[config.mk]
export PLATFORM = sky130hd
export DESIGN_NAME = nv_write_seq
export DESIGN_NICKNAME = d
export VERILOG_FILES = /design/src/rtl/nvws_pkg.sv /design/src/rtl/nvws_latch.sv /design/src/rtl/nvws_timer.sv /design/src/rtl/nvws_ctrl.sv /design/src/rtl/nv_write_seq.sv
export SDC_FILE = /design/constraint.sdc
export NUM_CORES = 1
export LEC_CHECK = 0
export CAP_MARGIN = 10
export CORE_MARGIN = 5
export CORE_UTILIZATION = 58
export DETAILED_ROUTE_END_ITERATION = 10
export PLACE_DENSITY = 0.84
export SLEW_MARGIN = 20
export SYNTH_ARGS = -nofsm -noshare
export SYNTH_HDL_FRONTEND = slang
export SYNTH_SLANG_ARGS = --single-unit
[constraint.sdc]
create_clock -name clk_i -period 6.05 [get_ports clk_i]
set_clock_uncertainty 0.2 [all_clocks]
set_input_delay 1.21 -clock clk_i [delete_from_list [all_inputs] [get_ports clk_i]]
set_output_delay 1.21 -clock clk_i [all_outputs]
set_load 0.05 [all_outputs]
[src/rtl/nvws_pkg.sv]
package nvws_pkg;

  typedef enum logic [1:0] {
    ST_IDLE   = 2'd0,
    ST_COUNT  = 2'd1,
    ST_COMMIT = 2'd2
  } nvws_state_e;

endpackage

[src/rtl/nvws_latch.sv]
// Pending byte slots and per-transaction timebase selection.
module nvws_latch #(
  parameter int ADDR_W    = 8,
  parameter int DATA_W    = 8,
  parameter int MAX_BYTES = 2,
  parameter int CNT_W     = 2
) (
  input  logic                              clk_i,
  input  logic                              rst_ni,
  input  logic                              accept_i,
  input  logic                              clear_i,
  input  logic                              sel_i,
  input  logic                              test_i,
  input  logic                              we_i,
  input  logic [ADDR_W-1:0]                 addr_i,
  input  logic [DATA_W-1:0]                 data_i,
  output logic                              ext_mode_o,
  output logic [CNT_W-1:0]                  cnt_o,
  output logic [CNT_W-1:0]                  cnt_nxt_o,
  output logic [MAX_BYTES-1:0][ADDR_W-1:0]  slot_addr_o,
  output logic [MAX_BYTES-1:0][DATA_W-1:0]  slot_data_o
);

  logic [CNT_W-1:0] cnt_q;
  logic             take;
  logic             ext_q;

  assign take      = accept_i && we_i && !sel_i && (cnt_q < CNT_W'(MAX_BYTES));
  assign cnt_nxt_o = take ? cnt_q + CNT_W'(1) : cnt_q;
  assign cnt_o     = cnt_q;
  assign ext_mode_o = ext_q;

  always_ff @(posedge clk_i or negedge rst_ni) begin
    if (!rst_ni) begin
      cnt_q <= '0;
      ext_q <= 1'b0;
    end else begin
      if (clear_i) begin
        cnt_q <= '0;
      end else if (accept_i && sel_i) begin
        cnt_q <= '0;
      end else if (take) begin
        cnt_q <= cnt_q + CNT_W'(1);
      end
      // TEST low selects external pulse counting
      if (accept_i && sel_i) ext_q <= ~test_i;
    end
  end

  for (genvar s = 0; s < MAX_BYTES; s++) begin : g_slot
    logic [ADDR_W-1:0] a_q;
    logic [DATA_W-1:0] d_q;
    always_ff @(posedge clk_i or negedge rst_ni) begin
      if (!rst_ni) begin
        a_q <= '0;
        d_q <= '0;
      end else if (take && (cnt_q == CNT_W'(s))) begin
        a_q <= addr_i;
        d_q <= data_i;
      end
    end
    assign slot_addr_o[s] = a_q;
    assign slot_data_o[s] = d_q;
  end

endmodule

[src/rtl/nvws_timer.sv]
// Cycle timebase: prescaled oscillator or external TEST edges.
module nvws_timer #(
  parameter int PRESCALE  = 128,
  parameter int INT_TICKS = 64,
  parameter int EXT_UNIT  = 256,
  parameter int EXT_EXTRA = 1,
  parameter int MAX_BYTES = 2,
  parameter int CNT_W     = 2
) (
  input  logic             clk_i,
  input  logic             rst_ni,
  input  logic             run_i,
  input  logic             ext_mode_i,
  input  logic [CNT_W-1:0] nbytes_i,
  input  logic             osc_tick_i,
  input  logic             test_i,
  output logic             done_o
);

  localparam int EXT_MAX = EXT_UNIT * MAX_BYTES + EXT_EXTRA;
  localparam int INT_MAX = INT_TICKS * MAX_BYTES;
  localparam int MAX_TGT = (EXT_MAX > INT_MAX) ? EXT_MAX : INT_MAX;
  localparam int TGT_W   = $clog2(MAX_TGT + 1);
  localparam int PRE_W   = (PRESCALE > 1) ? $clog2(PRESCALE) : 1;

  logic             test_q;
  logic             rise;
  logic [PRE_W-1:0] pre_q;
  logic             int_evt;
  logic             evt;
  logic [TGT_W-1:0] ev_cnt_q;
  logic [TGT_W-1:0] target;

  assign rise    = test_i && !test_q;
  assign int_evt = osc_tick_i && (pre_q == PRE_W'(PRESCALE - 1));
  assign evt     = run_i && (ext_mode_i ? rise : int_evt);
  assign target  = ext_mode_i
                 ? TGT_W'(EXT_UNIT) * TGT_W'(nbytes_i) + TGT_W'(EXT_EXTRA)
                 : TGT_W'(INT_TICKS) * TGT_W'(nbytes_i);
  assign done_o  = evt && (ev_cnt_q == target - TGT_W'(1));

  always_ff @(posedge clk_i or negedge rst_ni) begin
    if (!rst_ni) begin
      test_q   <= 1'b0;
      pre_q    <= '0;
      ev_cnt_q <= '0;
    end else begin
      test_q <= test_i;
      if (!run_i || ext_mode_i) begin
        pre_q <= '0;
      end else if (osc_tick_i) begin
        pre_q <= (pre_q == PRE_W'(PRESCALE - 1)) ? '0 : pre_q + PRE_W'(1);
      end
      if (!run_i) begin
        ev_cnt_q <= '0;
      end else if (evt) begin
        ev_cnt_q <= ev_cnt_q + TGT_W'(1);
      end
    end
  end

endmodule

[src/rtl/nvws_ctrl.sv]
// Cycle sequencing: idle, timing, ordered commit.
module nvws_ctrl #(
  parameter int MAX_BYTES = 2,
  parameter int CNT_W     = 2,
  parameter int IDX_W     = 1
) (
  input  logic             clk_i,
  input  logic             rst_ni,
  input  logic             stop_i,
  input  logic [CNT_W-1:0] pend_nxt_i,
  input  logic [CNT_W-1:0] pend_cnt_i,
  input  logic             done_i,
  output logic             idle_o,
  output logic             run_o,
  output logic             commit_o,
  output logic             clear_o,
  output logic [IDX_W-1:0] idx_o,
  output logic             busy_o
);
  import nvws_pkg::*;

  nvws_state_e      state_q, state_d;
  logic [IDX_W-1:0] idx_q, idx_d;
  logic             last;

  assign last     = (CNT_W'(idx_q) + CNT_W'(1)) == pend_cnt_i;
  assign idle_o   = (state_q == ST_IDLE);
  assign run_o    = (state_q == ST_COUNT);
  assign commit_o = (state_q == ST_COMMIT);
  assign clear_o  = commit_o && last;
  assign idx_o    = idx_q;
  assign busy_o   = !idle_o;

  always_comb begin
    state_d = state_q;
    idx_d   = idx_q;
    unique case (state_q)
      ST_IDLE: begin
        idx_d = '0;
        if (stop_i && (pend_nxt_i != '0)) state_d = ST_COUNT;
      end
      ST_COUNT: begin
        idx_d = '0;
        if (done_i) state_d = ST_COMMIT;
      end
      ST_COMMIT: begin
        if (last) begin
          state_d = ST_IDLE;
          idx_d   = '0;
        end else begin
          idx_d = idx_q + IDX_W'(1);
        end
      end
      default: state_d = ST_IDLE;
    endcase
  end

  always_ff @(posedge clk_i or negedge rst_ni) begin
    if (!rst_ni) begin
      state_q <= ST_IDLE;
      idx_q   <= '0;
    end else begin
      state_q <= state_d;
      idx_q   <= idx_d;
    end
  end

endmodule

[src/rtl/nv_write_seq.sv]
module nv_write_seq #(
  parameter int ADDR_W    = 8,
  parameter int DATA_W    = 8,
  parameter int MAX_BYTES = 2,
  parameter int PRESCALE  = 128,
  parameter int INT_TICKS = 64,
  parameter int EXT_UNIT  = 256,
  parameter int EXT_EXTRA = 1
) (
  input  logic              clk_i,
  input  logic              rst_ni,
  input  logic              sel_bit8_i,
  input  logic              test_i,
  input  logic              osc_tick_i,
  input  logic              byte_we_i,
  input  logic [ADDR_W-1:0] byte_addr_i,
  input  logic [DATA_W-1:0] byte_data_i,
  input  logic              stop_i,
  output logic              busy_o,
  output logic              wr_en_o,
  output logic [ADDR_W-1:0] wr_addr_o,
  output logic [DATA_W-1:0] wr_data_o
);

  localparam int CNT_W = $clog2(MAX_BYTES + 1);
  localparam int IDX_W = (MAX_BYTES > 1) ? $clog2(MAX_BYTES) : 1;

  logic                             idle, run, commit, clear, done, ext_mode;
  logic [CNT_W-1:0]                 pend_cnt, pend_nxt;
  logic [IDX_W-1:0]                 idx;
  logic [MAX_BYTES-1:0][ADDR_W-1:0] slot_addr;
  logic [MAX_BYTES-1:0][DATA_W-1:0] slot_data;

  nvws_latch #(
    .ADDR_W(ADDR_W), .DATA_W(DATA_W), .MAX_BYTES(MAX_BYTES), .CNT_W(CNT_W)
  ) u_latch (
    .clk_i       (clk_i),
    .rst_ni      (rst_ni),
    .accept_i    (idle),
    .clear_i     (clear),
    .sel_i       (sel_bit8_i),
    .test_i      (test_i),
    .we_i        (byte_we_i),
    .addr_i      (byte_addr_i),
    .data_i      (byte_data_i),
    .ext_mode_o  (ext_mode),
    .cnt_o       (pend_cnt),
    .cnt_nxt_o   (pend_nxt),
    .slot_addr_o (slot_addr),
    .slot_data_o (slot_data)
  );

  nvws_timer #(
    .PRESCALE(PRESCALE), .INT_TICKS(INT_TICKS), .EXT_UNIT(EXT_UNIT),
    .EXT_EXTRA(EXT_EXTRA), .MAX_BYTES(MAX_BYTES), .CNT_W(CNT_W)
  ) u_timer (
    .clk_i      (clk_i),
    .rst_ni     (rst_ni),
    .run_i      (run),
    .ext_mode_i (ext_mode),
    .nbytes_i   (pend_cnt),
    .osc_tick_i (osc_tick_i),
    .test_i     (test_i),
    .done_o     (done)
  );

  nvws_ctrl #(
    .MAX_BYTES(MAX_BYTES), .CNT_W(CNT_W), .IDX_W(IDX_W)
  ) u_ctrl (
    .clk_i      (clk_i),
    .rst_ni     (rst_ni),
    .stop_i     (stop_i),
    .pend_nxt_i (pend_nxt),
    .pend_cnt_i (pend_cnt),
    .done_i     (done),
    .idle_o     (idle),
    .run_o      (run),
    .commit_o   (commit),
    .clear_o    (clear),
    .idx_o      (idx),
    .busy_o     (busy_o)
  );

  assign wr_en_o   = commit;
  assign wr_addr_o = slot_addr[idx];
  assign wr_data_o = slot_data[idx];

endmodule

* Word level (Yosys, flattened, before mapping)
Index checks and enable logic that the tools add are counted.
** Storage, ports and cells
- Bits in registers :: 56
- Bits of input ports :: 23
- Output and inout port bits :: 18
- Logic and storage cells :: 75
** Operators by class
- Add/sub/neg operators :: 7
- $lt $le $gt $ge :: 2
- Equal/unequal tests :: 10
- Muxes and demuxes :: 20
- Bitwise logic cells :: 1
- Reduce and logical (&&, ||, !) cells :: 24
** Operators by type and width (number)
- 8-bit 2-to-1 mux :: 4
- 10-bit 2-to-1 mux :: 3
- 7-bit 2-to-1 mux :: 3
- 10-bit by 1-bit adder with 10-bit output, second input constant :: 2
- 1-bit logical AND :: 12
- 2-bit 2-to-1 mux :: 6
- 10-bit equality test :: 1
- 10-bit by 1-bit subtractor with 10-bit output, second input constant :: 1
- 2-bit != test, second input constant :: 4
- 7-bit by 1-bit adder with 7-bit output, second input constant :: 1
- 7-bit equality test, second input constant :: 1
- 2-bit one-hot mux with 3 select lines :: 1
- 2-bit nonzero test :: 3
- 2-bit by 1-bit equality test with 1-bit output, second input constant :: 2
- 1-bit zero test :: 4
- 2-bit zero test :: 2
- 3-bit AND reduction :: 1
- 1-bit by 1-bit adder with 2-bit output, second input constant :: 1
- 2-bit by 1-bit adder with 2-bit output, second input constant :: 1
- 2-bit equality test :: 1
- 2-bit equality test, second input constant :: 1
- 1-bit by 2-bit less-than comparator with 1-bit output, second input constant :: 1
- 2-bit less-than comparator, second input constant :: 1
- 1-bit 2-to-1 mux :: 2
- other kinds (5) :: 5

* Longest topological paths before layout
Gate-level depths: netlist (run 1).
- Depth after elaboration :: 9
- Depth in mapped cells :: 7
- Mapped depth without buffers :: 6

* Cells and area by module
A second synthesis (run 1) with hierarchy kept.
** Second synthesis, totals
- Cell total of the unflattened synthesis :: 242
- Area, all modules :: 2989.1 um^2
** Modules (own cells, without submodules)
- nvws_latch :: instances 1, cells an instance 85, area each 1473.9 um^2, seq. area each 875.8 um^2
- nvws_timer :: instances 1, cells an instance 118, area each 1083.5 um^2, seq. area each 450.4 um^2
- nv_write_seq :: instances 1, cells an instance 18, area each 249.0 um^2, seq. area each 0.0 um^2
- nvws_ctrl :: instances 1, cells an instance 21, area each 182.7 um^2, seq. area each 75.1 um^2

* Worst setup path after synthesis (run 1)
OpenSTA, ideal clock, no wires.
- Path kind :: flip-flop to output port
- Start :: register u_ctrl.idx_q, in the netlist u_ctrl.idx_o
- End :: output wr_addr_o[4]
- Data arrival time :: 1497 ps
- Data required time :: 4640 ps
- Slack :: 3143 ps
- Cell stages (with the launch flop) :: 4
- Buffers on the path :: 2
- Cells stage by stage :: dfrtp_1 > clkbuf_1 > clkbuf_1 > mux2_2
** On the way
- Longest elaborated chain between the ends :: 2
** Ends and longest elaborated chain
- start: declaration :: line nvws_ctrl.sv:23 : logic [IDX_W-1:0] idx_q, idx_d;
- start signal: assignment :: line nvws_ctrl.sv:64 : idx_q <= idx_d;
- 8-bit 2-to-1 mux (implied by the code) (2 in a row) :: line nv_write_seq.sv:85 : assign wr_addr_o = slot_addr[idx];
- end: declaration :: line nv_write_seq.sv:21 : output logic [ADDR_W-1:0] wr_addr_o,
Every way passes these cells. The select of a mux whose other input is x is not followed.

* Final worst setup path (run 1)
Ends and elaborated chain as after synthesis.

==> metrics.md, run 1 <==
| Metric | Value |
|---|---|
| Status | `completed` |
| First drt pass iteration count | `5` |
| Diode count | `0` |
| Setup WS post-layout | `about 2.3 ns` |
| I/O pins | `41` |
| Combinational Power Share | `0.461` |
| Reg clk slew, reported paths | `about 0.1 ns` |
| Slew headroom | `0.4836` |
| Final min period | `3.738 ns` |
| LEAKAGE | `1.474 nW` |
| Switch Pwr | `0.6261 mW` |
| Latest clock arrival within the worst-skew pair | `between 0.3 and 0.4 ns` |
| Part of the cycle the worst path needs | `0.6179` |
| Crit path from | `u_ctrl.idx_o` |
| Via-per-instance ratio | `~5.8` |
| # resized after CTS | `0` |
| Cell Count, Final, Fillers Out | `about 350` |
| Port bufs | `40` |
| DR vias | `2,002` |
| Worst Setup EP | `wr_addr_o[4]` |
| Placed wire-length estimate | `4.113 mm` |
| Post CTS Setup Buffer Count | `0` |
| Clock share of power | `0.139` |
| PD cells | `446.1 nW/µm²` |
| Seq/Total Area, Yosys | `0.4897` |
| Vias in the first global route | `2,024` |
| Switch share | `0.4158` |
| Register Area | `1401 µm²` |
| Initial Util | `0.6018` |
| Root buffer cell | `clkbuf_8` |
| CTS Buffer Depth | `2` |
| Yosys reg bits | `56` |
| Synthesized cell area | `~2900 µm²` |
| WL per Instance | `between 15 and 20 µm` |
| Total gr overflow | `0` |
| Placed insts | `340` |
| Width of the die | `roughly 80 µm` |
| Fin nets | `307` |
| Final Util | `0.7100` |
| Global-route total usage across every layer | `0.2021` |
| Total clock sinks | `56` |
| Hold Buf Count CTS | `0` |
| Worst reg2reg path depth | `6` |
| Cell variety after synth | `51` |
| Synth-to-Final Area Change | `17.97%` |
| Synthesized instance count | `approximately 240` |
| Initial antenna violation count | `0` |
| Leading register cell type out of synthesis | `dfrtp_1` |
| Post-synth EDFFs | `0` |
| Residual DRC | `0` |
| Drt total wl | `5.773 mm` |
| Largest net degree at the start of global routing | `57` |
| Int Pwr | `about 0.88 mW` |
| Worst vdd ir | `roughly 0.25 mV` |
| CP required | `4.64 ns` |
| R2R Path Start | `u_latch.cnt_o[1]` |
| Max-capacitance violation count | `0` |
| Pins Over Slew Limit | `0` |
| Crit end category | `output pin` |
| Net count after synthesis | `271` |
| Layout cell share with drive strength beyond 1 | `0.2349` |
| Post-layout instance area | `roughly 3400 µm²` |
| H-tree depth | `2` |
| TritonCTS clock tree | `built` |
| Fill cells | `358` |
| Rows | `25` |
| Crit Reg-Reg Endpoint | `u_ctrl.state_q[0]` |
| Post-Place Setup Slack | `approximately 2.6 ns` |
| Inserted Clock Buffers | `5` |
| Ys Warns | `0` |
| Die height | `80.24 µm` |
| Endpoints failing setup | `0` |
| Routed Antenna Nets | `0` |
| CP startpoint kind | `flip-flop` |
| Die ar. | `between 6000 and 7000 µm²` |
| Worst-Margin Slew | `0.7745 ns` |
| Core Area | `4755 µm²` |
| Fin Setup TNS | `0 ns` |
| Synth async-reset ratio | `1.000` |
| GPL Wtd Cong | `0.7857` |
| Setup slack, reg-to-reg | `3.84 ns` |
| Min-delay worst type | `flip-flop to flip-flop` |
| 1st-iter DRT viols | `78` |
| RSZ-0062 raised after global routing | `false` |
| Dpl cell area | `3284 µm²` |
| Footprint of the multi-input gates | `1370 µm²` |
| Setup CP Type | `flip-flop to output pin` |
| Syn Area/Cell | `roughly 12 µm²` |
| Fmax | `267.5 MHz` |
| Reg power frac | `0.400` |
| Final Hold Violating Endpoints | `0` |
| First-pass GRT wire length | `10.07 mm` |
| Worst-path fanout max | `20` |
| Worst path arrival time | `~2.3 ns` |
-- layer usage --
| metal | vias to the layer above | wire (µm) | share of wire | global-route usage |
|---|---|---|---|---|
| met5 | - | 0 | 0 | 0 |
| li1 | 970 | - | - | - |
| met3 | 6 | 228 | 0.039 | 0.03700 |
| met1 | 984 | 2597 | 0.45 | 0.2684 |
| met4 | 0 | 64 | 0.011 | 0.06081 |
| met2 | 42 | 2883 | 0.50 | 0.3361 |
-- cell usage in the layout (no fill, tap or decap), types with 3 or more instances in the layout --
master	n
a41o_1	3
nand2_1	14
or4_1	5
ha_1	4
xor2_1	3
clkbuf_8	5
inv_1	7
a21oi_1	12
xnor2_1	4
mux2_2	49
nand4_1	3
nand2b_1	3
clkdlybuf4s50_1	39
o21ai_0	5
mux2i_1	3
a31oi_1	3
nor2_1	13
o31ai_1	4
nor2b_1	4
dfrtp_1	56
-- critical path, stage by stage, from the launching register on --
cell             delay [ns]
dfrtp_1                0.86
mux2_2                 0.42
clkdlybuf4s50_1        0.72
-- flip-flops by register name, indices dropped and copies added, names as in the netlist --
name,count
u_timer.pre_q,7
u_timer.ev_cnt_q,10
u_latch.cnt_o,2
u_timer.test_q,1
u_ctrl.idx_o,1
u_latch.ext_mode_o,1
u_ctrl.state_q,2
u_latch.g_slot.a_q,16
u_latch.g_slot.d_q,16
-- final cells by class --
class	count	share of cell area
Clock buffer	5	0.02039
Clock inverter	3	0.006672
Tap cell	67	0.02483
Multi-Input combinational cell	169	0.4059
Inverter	7	0.007784
Sequential cell	56	0.4151
Timing Repair Buffer	41	0.1193
-- stage by stage --
stage	hold WS [ns]	total power [mW]
after floorplan	0.2736	1.104
after global placement	0.2821	1.279
after detailed placement	0.2922	1.306
after CTS	0.3157	1.516
after global routing	0.3333	1.602
final	0.3153	1.506
-- worst min path at each step --
stage	start	to	slack, ns	cells after the start
2_1_floorplan	u_latch.g_slot[1].a_q[4]	u_latch.g_slot[1].a_q[4]	0.27	1
3_3_place_gp	u_latch.g_slot[0].a_q[7]	u_latch.g_slot[0].a_q[7]	0.28	1
3_5_place_dp	u_latch.g_slot[1].a_q[7]	u_latch.g_slot[1].a_q[7]	0.29	1
4_1_cts	u_latch.g_slot[1].a_q[7]	u_latch.g_slot[1].a_q[7]	0.32	1
5_1_grt	u_latch.g_slot[0].a_q[2]	u_latch.g_slot[0].a_q[2]	0.33	1
6_report	u_latch.g_slot[1].d_q[2]	u_latch.g_slot[1].d_q[2]	0.32	1
-- kinds of logic after synthesis --
family,share of synthesized area
AO/OA/AOI/OAI,0.09926
AND/OR/NAND/NOR,0.1373
adder cells (fa/ha/maj),0.01749
multiplexers,0.2033
XOR/XNOR,0.02143
buffers and inverters,0.03148
flip-flops,0.4897
-- synthesized netlist by cell type (all sizes together), types with 2 or more instances --
cell,number,area [µm²]
a21oi,12,60.06
or4,5,37.54
a41o,3,30.03
nor3b,2,15.01
nor2b,4,25.02
dfrtp,56,1401
nor4,2,27.53
o2111ai,2,17.52
ha,4,50.05
and3,2,12.51
buf,8,48.80
a211oi,2,15.01
nand2b,3,18.77
inv,7,26.28
xnor2,4,35.03
or3b,2,17.52
o21ai,6,30.02
and4,2,17.52
o21a,2,15.01
nand4,4,40.04
mux2,49,551.8
clkbuf,4,15.01
xor2,3,26.28
nand2,16,65.06
a31oi,3,18.77
nor2,13,48.80
mux2i,3,30.03
o31ai,4,30.03
-- power groups by stage --
stage,logic [mW],registers (mW),clock network (mW)
after global placement,0.678,0.601,0
after floorplan,0.552,0.552,0
final,0.694,0.602,0.209
after detailed placement,0.697,0.609,0
after CTS,0.701,0.601,0.214
after global routing,0.747,0.623,0.232
Power figures use the tool's default switching activity.
==> inputs of run 2 (changes only) <==
--- a/config.mk
+++ b/config.mk
@@ -7,9 +7,9 @@
 export LEC_CHECK = 0
 export CAP_MARGIN = 10
 export CORE_MARGIN = 5
-export CORE_UTILIZATION = 58
+export CORE_UTILIZATION = 54
 export DETAILED_ROUTE_END_ITERATION = 10
-export PLACE_DENSITY = 0.84
+export PLACE_DENSITY = 0.79
 export SLEW_MARGIN = 20
 export SYNTH_ARGS = -nofsm -noshare
 export SYNTH_HDL_FRONTEND = slang
==> constraint.sdc (replaced) <==
create_clock -name clk_i -period 3.9 [get_ports clk_i]
set_clock_uncertainty 0.2 [all_clocks]
set_input_delay 0.78 -clock clk_i [delete_from_list [all_inputs] [get_ports clk_i]]
set_output_delay 0.78 -clock clk_i [all_outputs]
set_load 0.05 [all_outputs]
==> run 2 against run 1 <==
Compared with the run above:
- core utilization decreased by 4.9 points
- clock power increased by 84%
- global-route usage decreased by 3.2 points
- cell count increased by 0.86%
- combinational power increased by 56%
- wire length decreased by 4.1%
- critical path type unchanged
- sequential cell count unchanged
- largest cell class unchanged
- sequential share of layout area decreased by 0.29 points
- design area increased by 0.70%
==> metrics.md, run 2 (synthesis gave the netlist of run 1 again) <==
| Metric | Value |
|---|---|
| Status | `completed` |
| Top Registers | `u_latch.g_slot.a_q: 16 flops, u_latch.g_slot.d_q: 16 flops, u_timer.ev_cnt_q: 10 flops` |
| Final Hold Slack | `0.3122 ns (-0.003150 ns)` |
| CP required | `2.92 ns (-1.72 ns)` |
| 1st-iter DRT viols | `87 (+12%)` |
| Fin nets | `307 (unchanged)` |
| Via-per-instance ratio | `5.735 (-0.31%)` |
| Setup CP Type | `flip-flop to output pin` |
| Largest net degree at the start of global routing | `41 (-28%)` |
| Hold Buf Count CTS | `0 (unchanged)` |
| Final min period | `3.316 ns` |
| Worst-path fanout max | `20 (unchanged)` |
| Worst hold endpoint | `u_latch.g_slot[1].a_q[6]` |
| Commonest non-fill, non-tap cells in the layout | `dfrtp_1 (56), mux2_2 (49), clkdlybuf4s50_1 (39)` |
| Global-route total usage across every layer | `0.1699 (-0.03220)` |
| Crit Reg-Reg Endpoint | `u_ctrl.state_q[0]` |
| DR vias | `2,013 (+0.55%)` |
| Diode count | `0 (unchanged)` |
| RSZ-0062 raised after global routing | `false` |
| Initial Util | `0.5567 (-0.04512)` |
| CP startpoint kind | `flip-flop` |
| Fill cells | `420 (+17%)` |
| Most common cell after layout, fill and taps aside | `dfrtp_1` |
| Final Hold Violating Endpoints | `0 (unchanged)` |
| CP cell instances | `mux2_2 > clkdlybuf4s50_1` |
| Top delay family on crit path | `flip-flops` |
| Min-Delay Startpoint | `u_latch.g_slot[1].a_q[6]` |
| CP max-delay cell | `dfrtp_1` |
| Rows | `26 (+4.0%)` |
| Width of the die | `82.80 µm (+3.2%)` |
| WL per Instance | `15.77 µm (-4.9%)` |
| Max-capacitance violation count | `0 (unchanged)` |
| Latest clock arrival within the worst-skew pair | `0.31 ns (about the same)` |
| Post-layout instance area | `3400 µm² (+0.70%)` |
| First drt pass iteration count | `4 (-1)` |
| Footprint of the multi-input gates | `1370 µm² (unchanged)` |
| I/O pins | `41 (unchanged)` |
| GPL Wtd Cong | `0.7848 (-0.11%)` |
| Vias in the first global route | `1,901 (-6.1%)` |
| PD cells | `705.3 nW/µm² (+58%)` |
| Worst reg2reg path depth | `4 (-2)` |
| Routed Antenna Nets | `0 (unchanged)` |
| Worst-Margin Slew | `0.8593 ns (+0.08475 ns)` |
| Setup slack, reg-to-reg | `1.65 ns (-2.19 ns)` |
| Final Util | `0.6614 (-0.04861)` |
| CTS Buffer Depth | `2 (unchanged)` |
| Layout cell share with drive strength beyond 1 | `0.2313 (-0.003559)` |
| Initial antenna violation count | `0 (unchanged)` |
| Placed wire-length estimate | `3.911 mm (-4.9%)` |
| Die ar. | `6855 µm² (+6.5%)` |
| First-pass GRT wire length | `8.818 mm (-12%)` |
| Crit end category | `output pin` |
| Register Area | `1401 µm² (unchanged)` |
| Total gr overflow | `0 (unchanged)` |
| Dpl cell area | `3288 µm² (+0.11%)` |
| Setup WS post-layout | `0.5838 ns (-1.728 ns)` |
| Synth-to-Final Area Change | `18.80%` |
| Root buffer cell | `clkbuf_8` |
| Core Area | `5140 µm² (+8.1%)` |
| Pins Over Slew Limit | `0 (unchanged)` |
| # resized after CTS | `0 (unchanged)` |
| R2R Path Start | `u_latch.ext_mode_o` |
| LEAKAGE | `1.481 nW (+0.49%)` |
| Die height | `82.80 µm (+3.2%)` |
| Min-delay worst type | `flip-flop to flip-flop` |
| Port bufs | `40 (unchanged)` |
| Worst path arrival time | `2.34 ns (about the same)` |
| Reg clk slew, reported paths | `0.10 ns (about the same)` |
| Fin Setup TNS | `0 ns (unchanged)` |
| Slew headroom | `0.4271 (-0.05650)` |
| Hold path depth | `1 (unchanged)` |
| Inserted Clock Buffers | `5 (unchanged)` |
| H-tree depth | `2 (unchanged)` |
| Post CTS Setup Buffer Count | `0 (unchanged)` |
| Buf/Inv on CP | `1 (unchanged)` |
| Part of the cycle the worst path needs | `0.8503` |
| Worst vdd ir | `0.4232 mV (+69%)` |
| Post-Place Setup Slack | `0.8849 ns (-1.751 ns)` |
| Drt total wl | `5.537 mm (-4.1%)` |
| Fmax | `301.5 MHz` |
| Total clock sinks | `56 (unchanged)` |
| Residual DRC | `0 (unchanged)` |
| Levels on crit path | `2 (unchanged)` |
| Endpoints failing setup | `0 (unchanged)` |
| TritonCTS clock tree | `built` |
| Crit path largest cell delay | `0.89 ns (+0.03 ns)` |
[run 2: cell count changes in the layout (fill, tap and decap cells not counted), sizes merged]
cell	previous run	this run
clkinv	2	0
clkbuf	5	6
bufinv	0	1
[run 2: worst reg2reg max path, cell delays in order, from the launching register on]
cell and delay, ns:
dfrtp_1 0.55, nand4b_1 0.29, o21ai_1 0.58, o2111ai_1 0.24
o221a_2 0.29
[run 2: through the flow]
stage                     std cells  power (mW)
after floorplan                 244       1.713
after global placement          343       1.989
after detailed placement        343       2.028
after CTS                       351       2.414
after global routing            351       2.530
final                           351       2.398
[run 2: worst max path at each step]
| stage | startpoint | end | slack (ns) |
|---|---|---|---|
| detailed placement | osc_tick_i | u_ctrl.state_q[0] | 0.88 |
| global placement | osc_tick_i | u_ctrl.state_q[0] | 0.93 |
| CTS | u_ctrl.idx_o | wr_data_o[4] | 0.57 |
| global route | u_ctrl.idx_o | wr_data_o[4] | 0.49 |
| finish | u_ctrl.idx_o | wr_data_o[6] | 0.58 |
| floorplan | u_ctrl.idx_o | wr_addr_o[4] | 1.42 |
[run 2: final cells by class]
| class | count | area share |
|---|---|---|
| Inverter | 7 | 0.007729 |
| Multi-Input combinational cell | 169 | 0.4030 |
| Clock buffer | 6 | 0.02135 |
| Clock inverter | 2 | 0.01141 |
| Sequential cell | 56 | 0.4122 |
| Timing Repair Buffer | 41 | 0.1185 |
| Tap cell | 70 | 0.02576 |
[run 2: metal layers]
metal | part of all wire | global-route usage | vias up
li1 | - | - | 980
met1 | 0.46 | 0.2219 | 998
met2 | 0.51 | 0.2877 | 33
met3 | 0.028 | 0.03780 | 2
met4 | 0.0061 | 0.04085 | 0
met5 | 0 | 0 | -
[run 2: report_power, final]
| part | internal, mW | leakage (nW) | switching [mW] |
|---|---|---|---|
| clock | 0.194 | 0.0558 | 0.190 |
| sequential | 0.767 | 0.727 | 0.168 |
| combinational | 0.469 | 0.699 | 0.609 |
